File: config.mk
export PLATFORM = sky130hd
export DESIGN_NAME = blk_lock_unit
export DESIGN_NICKNAME = d
export VERILOG_FILES = /design/src/rtl/blk_lock_unit.sv
export SDC_FILE = /design/constraint.sdc
export NUM_CORES = 1
export LEC_CHECK = 0
export ABC_AREA = 1
export BUFFER_PORTS_ARGS = -buffer_cell sky130_fd_sc_hd__buf_2
export CORE_AREA = 5 5 126 247
export DETAILED_ROUTE_END_ITERATION = 10
export DIE_AREA = 0 0 131 252
export HOLD_SLACK_MARGIN = 0.03
export PLACE_DENSITY = 0.87
export SYNTH_ARGS = -nofsm -noshare
export SYNTH_HDL_FRONTEND = slang
export SYNTH_SLANG_ARGS = --single-unit
File: constraint.sdc
create_clock -name clk -period 5.2 [get_ports clk]
set_input_delay 0.52 -clock clk [delete_from_list [all_inputs] [get_ports clk]]
set_output_delay 0.52 -clock clk [all_outputs]
set_load 0.02 [all_outputs]
File: src/rtl/blk_lock_unit.sv
module blk_lock_unit #(
  parameter int ADDR_W      = 22,
  parameter int PARAM_SHIFT = 12,
  parameter int MAIN_SHIFT  = 15,
  parameter int WORD_W      = 16
) (
  input  logic              clk,
  input  logic              rst_n,
  input  logic              guard_pin,
  input  logic              cmd_valid,
  input  logic [1:0]        cmd_op,
  input  logic [ADDR_W-1:0] cmd_addr,
  input  logic [ADDR_W-1:0] query_addr,
  output logic              query_allow,
  output logic [WORD_W-1:0] stat_word,
  output logic              sig_hit
);
  localparam int N_PARAM = 1 << (MAIN_SHIFT - PARAM_SHIFT);
  localparam int N_MAIN  = (1 << (ADDR_W - MAIN_SHIFT)) - 1;
  localparam int N_BLK   = N_PARAM + N_MAIN;
  localparam int IDX_W   = $clog2(N_BLK);

  localparam logic [1:0] OP_LOCK   = 2'b00;
  localparam logic [1:0] OP_UNLOCK = 2'b01;
  localparam logic [1:0] OP_DOWN   = 2'b10;

  function automatic logic in_param(input logic [ADDR_W-1:0] a);
    return a[ADDR_W-1:MAIN_SHIFT] == '0;
  endfunction

  function automatic logic [IDX_W-1:0] blk_of(input logic [ADDR_W-1:0] a);
    if (in_param(a)) return IDX_W'(a[MAIN_SHIFT-1:PARAM_SHIFT]);
    return IDX_W'(N_PARAM - 1) + IDX_W'(a[ADDR_W-1:MAIN_SHIFT]);
  endfunction

  logic [N_BLK-1:0] lk, ld;
  logic [IDX_W-1:0] ci, qi;
  logic             frz;

  assign ci  = blk_of(cmd_addr);
  assign qi  = blk_of(query_addr);
  assign frz = ld[ci] & ~guard_pin;

  always_ff @(posedge clk or negedge rst_n) begin
    if (!rst_n) begin
      lk <= '1;
      ld <= '0;
    end else if (cmd_valid) begin
      case (cmd_op)
        OP_LOCK:   if (!frz) lk[ci] <= 1'b1;
        OP_UNLOCK: if (!frz) lk[ci] <= 1'b0;
        OP_DOWN: begin
          ld[ci] <= 1'b1;
          if (!frz) lk[ci] <= 1'b1;
        end
        default: ;
      endcase
    end
  end

  assign query_allow = ~lk[qi];
  assign stat_word   = WORD_W'({ld[qi], lk[qi]});
  assign sig_hit     = in_param(query_addr)
                     ? (query_addr[PARAM_SHIFT-1:0] == PARAM_SHIFT'(2))
                     : (query_addr[MAIN_SHIFT-1:0]  == MAIN_SHIFT'(2));

  p_lock_sets_r4: assert property (@(posedge clk) disable iff (!rst_n)
    cmd_valid && cmd_op == OP_LOCK && !frz |=> lk[$past(ci)]);

  p_down_sets_r5: assert property (@(posedge clk) disable iff (!rst_n)
    cmd_valid && cmd_op == OP_DOWN |=> ld[$past(ci)]);

  p_frozen_hold_r6: assert property (@(posedge clk) disable iff (!rst_n)
    cmd_valid && cmd_op != OP_DOWN && ld[ci] && !guard_pin
    |=> lk[$past(ci)] == $past(lk[ci]));

  p_down_sticky_r8: assert property (@(posedge clk) disable iff (!rst_n)
    1'b1 |=> (ld & $past(ld)) == $past(ld));

  p_idle_stable_r11: assert property (@(posedge clk) disable iff (!rst_n)
    !cmd_valid |=> $stable(lk) && $stable(ld));
endmodule

# [Yosys cells after proc, flatten, opt, wreduce, memory -nomap -nowiden]
# Index checks and enable logic that the tools add are counted.
[op_classes] n_addsub=2 mul=0 div=0 n_lt_le_gt_ge=3 eq_ne=6 n_shift=0 muxes=18 n_bitwise=7 reduce_logical=8
[ops] cell="135-bit 2-to-1 mux" count=2
[ops] cell="135-bit OR" count=2
[ops] cell="135-bit one-hot mux with 2 select lines" count=1
[ops] cell="135-bit bitwise AND" count=1
[ops] cell="135-bit NOT" count=1
[ops] cell="8-bit 2-to-1 mux" count=4
[ops] cell="1-bit binary-select mux with 8-bit select" count=3
[ops] cell="8-bit by 9-bit less-than comparator with 1-bit output (second input constant)" count=2
[ops] cell="3-bit by 7-bit adder with 8-bit output (first input constant)" count=2
[ops] cell="15-bit by 2-bit equality test with 1-bit output (second input constant)" count=1
[ops] cell="7-bit logical NOT" count=2
[ops] cell="12-bit by 2-bit equality test with 1-bit output (second input constant)" count=1
[ops] cell="1-bit demux with 8-bit select" count=1
[ops] cell="8-bit by 1-bit greater-or-equal comparator with 1-bit output (second input constant)" count=1
[ops] cell="1-bit 2-to-1 mux" count=7
[ops] cell="2-bit != test (second input constant)" count=2
[ops] cell="4-bit AND reduction" count=1
[ops] cell="2-bit by 1-bit equality test with 1-bit output (second input constant)" count=1
[ops] cell="2-bit equality test (second input constant)" count=1
[ops] cell="2-bit logical NOT" count=1
[ops] cell="1-bit NOT" count=2
[ops] cell="2-bit AND reduction" count=1
[ops] cell="2-bit nonzero test" count=1
[ops] cell="2-bit OR reduction" count=1
[ops] cell="2 further kinds" count=2
[word_totals] ff_bits=270 latch_bits=0 ramBits=0 rom_bits=0 input_bits=50 out_inout_bits=18 wordCells=46 n_memories=0

# [Longest topological paths before layout]
[depth] word_depth=11 depth_mapped=26 ltp_nobuf=22

# [Worst setup path before layout]
# OpenSTA, ideal clock, no wires.
[synth_timing] path_kind="input to output" from="in query_addr[15]" to="out query_allow" arrival_ns=2.747 required_ns=4.680 path_slack_ns=1.933 path_stages=15 n_path_buf=1 path_cell_list="inv_1 > ha_1 > nand2_1 > inv_1 > nand4_1 > o22ai_1 > clkinv_1 > clkbuf_1 > nand3_1 > nand3_1 > nand3_1 > nand4_1 > nand3_1 > nand2_1 > a21oi_1"
[synth_between] elab_chain_cells=6 word_cells_on_any_way=7 cone_classes="1 x add/sub; 4 x mux; 1 x bitwise; 1 x reduce/logical"
[synth_lines] item="start: declaration" line_no="13" source="input logic [ADDR_W-1:0] query_addr,"
[synth_lines] item="branches (longest 2 deep; another with 3-bit by 7-bit adder with 8-bit output)"
[synth_lines] item="8-bit 2-to-1 mux (*)" line_no="33" source="return IDX_W'(N_PARAM - 1) + IDX_W'(a[ADDR_W-1:MAIN_SHIFT]);"
[synth_lines] item="1-bit binary-select mux with 8-bit select (*)" line_no="61" source="assign query_allow = ~lk[qi];"
[synth_lines] item="1-bit 2-to-1 mux (not written as such) (*)" line_no="61"
[synth_lines] item="1-bit NOT (*)" line_no="61"
[synth_lines] item="end: declaration" line_no="14" source="output logic query_allow,"
# Mark *: on every way between the ends. The select of a mux whose other input is x is not followed.

# [Worst setup path after layout]
[layout_timing] from="in query_addr[15]" to="out stat_word[1]"
[layout_between] elab_chain_cells=5 word_cells_on_any_way=6 cone_classes="1 x add/sub; 4 x mux; 1 x reduce/logical"
[layout_lines] item="branches (longest 2 deep; another with 3-bit by 7-bit adder with 8-bit output)"
[layout_lines] item="8-bit 2-to-1 mux (*)" line_no="33"
[layout_lines] item="1-bit binary-select mux with 8-bit select (*)" line_no="62" source="assign stat_word = WORD_W'({ld[qi], lk[qi]});"
[layout_lines] item="1-bit 2-to-1 mux (not written as such) (*)" line_no="62"
[layout_lines] item="end: declaration" line_no="15" source="output logic [WORD_W-1:0] stat_word,"
# Marks and branches as above.

==> metrics.md <==
| Metric | Value |
|---|---|
| Crit path buf inv count | 5 |
| Final setup viols | 0 |
| Maxcap violations | 0 |
| Starting DRT DRC Count | 2487 |
| Critical-path cell list | buf_2, inv_1, ha_1, nand2_1, nor2_1, buf_4, o21ai_4, buf_12, o21ai_0, o22ai_1, nand2_1, nand3_1, nand3_1, nand2_1, nand2_1, nand2_1, nand3_1, nand2_1, buf_2 |
| Cell count after synthesis | 2464 |
| Worst slew pin tran | 1.32 ns |
| Met1 Use GR | 0.366 |
| Clk sink count | 270 |
| Slowest stage cell, crit path | o21ai_4 |
| CTS resizes | 0 |
| Multi-input logic area | 0.00845 sq mm |
| Rows | 88 |
| Netlist cell types | 38 |
| Drt first pass iters | 7 |
| Critical path's largest stage delay | 0.81 ns |
| Tmin final | 4.40 ns |
| Crit path max fanout | 46 |
| Vias after detailed routing | 17400 |
| Worst EP arrival | 3.88 ns |
| Most frequent CP cell | nand2_1 |
| Initial Util | 0.589 |
| Dpl cells | 2703 |
| Post-CTS Setup Inserts | 0 |
| Grt met3 use | 0.0479 |
| Share of layout cells above drive strength 1 | 0.112 |
| Worst-path clk slew | 0.07 ns |
| Clock group share of total power | 0.367 |
| Antenna Nets Post-Route | 0 |
| Setup crit end kind | output port |
| Yosys top cell area share | 0.209 |
| Detailed Route WL | 53300 um |
| Total GRT Usage | 0.319 |
| Clk_lat worst skew | 0.55 ns |
| Worst EP required | 4.68 ns |
| Critical path's top delay family | compound AO/OA/AOI/OAI gates |
| Clock root buffer | clkbuf_16 |
| Vert. Die Dim | 252 um |
| RSZ-0062 raised after global routing | false |
| Sw power | 1.52 mW |
| Status | complete, no violations |
| Power Density | 274 mW/mm^2 |
| Initial antenna violation count | 0 |
| IO Pins | 68 |
| Buffers added on ports | 41 |
| Die area | 0.0330 sq mm |
| Syn Area/Cell | 6.90 sq um |
| Longest Clk Path Bufs | 3 |
| Hold-fix buffers at CTS | 1 |
| Fill cells | 2445 |
| Max VDD drop | 0.225 mV |
| Final Hold Fails | 0 |
| Die W | 131 um |
| Post-synthesis async set-or-reset flop share | 1.00 |
| YS warnings | 0 |
| Maximum clock rate | 227 MHz |
| GR Util met2 | 0.515 |
| Main synth FF type | dfstp_2 |
| Fin. max-slew vios | 0 |
| Cts bufs inserted | 24 |
| DRC errors left | 0 |
| Slew HR | 0.120 |
| CTS tree | done |
| P&R area growth vs syn | 5.77% |
| Post-synth EDFFs | 0 |
| GRT overflow | 0 |
| Reg-to-reg setup timing slack | 2.64 ns |
| Setup TNS | 0 ns |
| Worst Skew | 0.0151 ns |
| Sequential Area | 0.00693 sq mm |
| DP HPWL | 31300 um |
| Drt via density | 6.35 |
| Switch share | 0.310 |
| Non-filler cells in the finished layout | 2747 |
| Routability cong. | 0.955 |
| P_leak | 8.31 nW |
| Most numerous cell in the Yosys netlist | nand2_1 |
| Largest net degree at the start of global routing | 145 |
| Post-route clock period utilization | 0.847 |
| WS Path Type | in2out |
| Post-layout util | 0.623 |
| Hold Path Class | in2reg |
| H-tree levels | 1 |
| Worst Setup Start Kind | input port |
| Min Hold Slack | 0.430 ns |
| Cell Area, Synth | 0.0170 sq mm |
| Synth top area cells | dfstp_2 (21%), dfrtp_1 (20%), nand2_1 (18%), nand3_1 (8.9%), o31ai_1 (5.5%) |
| Final #Nets | 2423 |
| Cell taking the most area after synthesis | dfstp_2 |
| Seq pwr share | 0.457 |
| Ant. Diodes | 0 |
| Grt peak-use layer | met2 |
| Global-route wire length before repair | 84600 um |
| Seq cells post-synth | 270 |
| Vias in the first global route | 16800 |
| Combinational share of power | 0.176 |
| Part of the Yosys area used for sequential elements | 0.407 |
| Drt wl/cell | 19.4 um |
| Core ar. | 0.0288 sq mm |
| P_int | 3.39 mW |
| Top cells by count, synth | nand2_1 (815), nand3_1 (303), nor2_1 (227), inv_1 (197), nand4_1 (142) |
[power by group through the flow]
stage | Clock, mW | Sequential [mW] | Combinational, mW
2_1_floorplan | 0 | 2.27 | 0.560
3_3_place_gp | 0 | 2.28 | 0.817
3_5_place_dp | 0 | 2.28 | 0.836
4_1_cts | 1.80 | 2.25 | 0.840
5_1_grt | 1.88 | 2.25 | 0.930
6_report | 1.80 | 2.25 | 0.867
[metrics by stage]
step	worst slack (ns)	area, sq um	power, mW
5_1_grt	0.673	18000	5.06
4_1_cts	0.995	18000	4.89
3_5_place_dp	1.01	17200	3.12
3_3_place_gp	1.04	17200	3.09
6_report	0.798	18000	4.92
2_1_floorplan	1.93	17000	2.83
[worst paths after layout]
path                           startpoint      endpoint  depth (start not counted)
max                        query_addr[15]  stat_word[1]                         19
min                             cmd_op[0]          flop                          4
max reg2reg                        ld[43]          flop                         17
min reg2reg                          flop          flop                          2
max in group asynchronous           rst_n       ld[112]                          3
min in group asynchronous           rst_n        ld[50]                          2
[layer usage]
metal  vias to the layer above  wire (um)
li1                       7900          -
met1                      8152      18200
met2                      1085      25500
met3                       303       4730
met4                         0       4910
met5                         -          0
[placed cells by master, fill, tap and decap left out, types with 6 or more instances in the layout]
cell | Yosys | routed
o211ai_1 | 46 | 46
nor2_2 | 6 | 6
o31ai_1 | 125 | 125
a21oi_1 | 14 | 14
buf_4 | 18 | 28
o21ai_0 | 34 | 33
nand3_1 | 303 | 302
o21ai_1 | 20 | 18
nand2_1 | 815 | 815
o22ai_1 | 7 | 6
conb_1 | 1 | 14
buf_2 | 35 | 40
clkbuf_16 | 0 | 25
dfrtp_1 | 135 | 135
o21bai_1 | 12 | 12
inv_1 | 197 | 196
nor2_1 | 227 | 227
buf_12 | 0 | 9
nand4_1 | 142 | 142
dfstp_2 | 135 | 135
clkinv_1 | 6 | 9
clkbuf_1 | 122 | 9
[layout make-up]
class                           count  share of cell area
Sequential cell                   270               0.385
Tap cell                          360              0.0251
Timing Repair Buffer               79              0.0342
Multi-Input combinational cell   1789               0.470
Inverter                          206              0.0432
Clock inverter                      9             0.00529
Clock buffer                       34              0.0367
[kinds of logic (layout without fill, tap and decap cells)]
logic type / after synthesis / after routing / synth area share
other: 1 / 14 / 0.000221
AND/OR/NAND/NOR: 1506 / 1506 / 0.380
AO/OA/AOI/OAI: 262 / 262 / 0.105
adder cells (fa/ha/maj): 3 / 3 / 0.00221
flip-flops: 270 / 270 / 0.407
buffers and inverters: 418 / 328 / 0.103
XOR/XNOR: 4 / 4 / 0.00206
[worst min-delay path, delay by kind of cell]
| kind | cells | cell delay, ns |
|---|---|---|
| buf+inv | 2 | 0.28 |
| simple gates | 2 | 0.17 |
No activity file was read; power rests on OpenSTA's default activity.
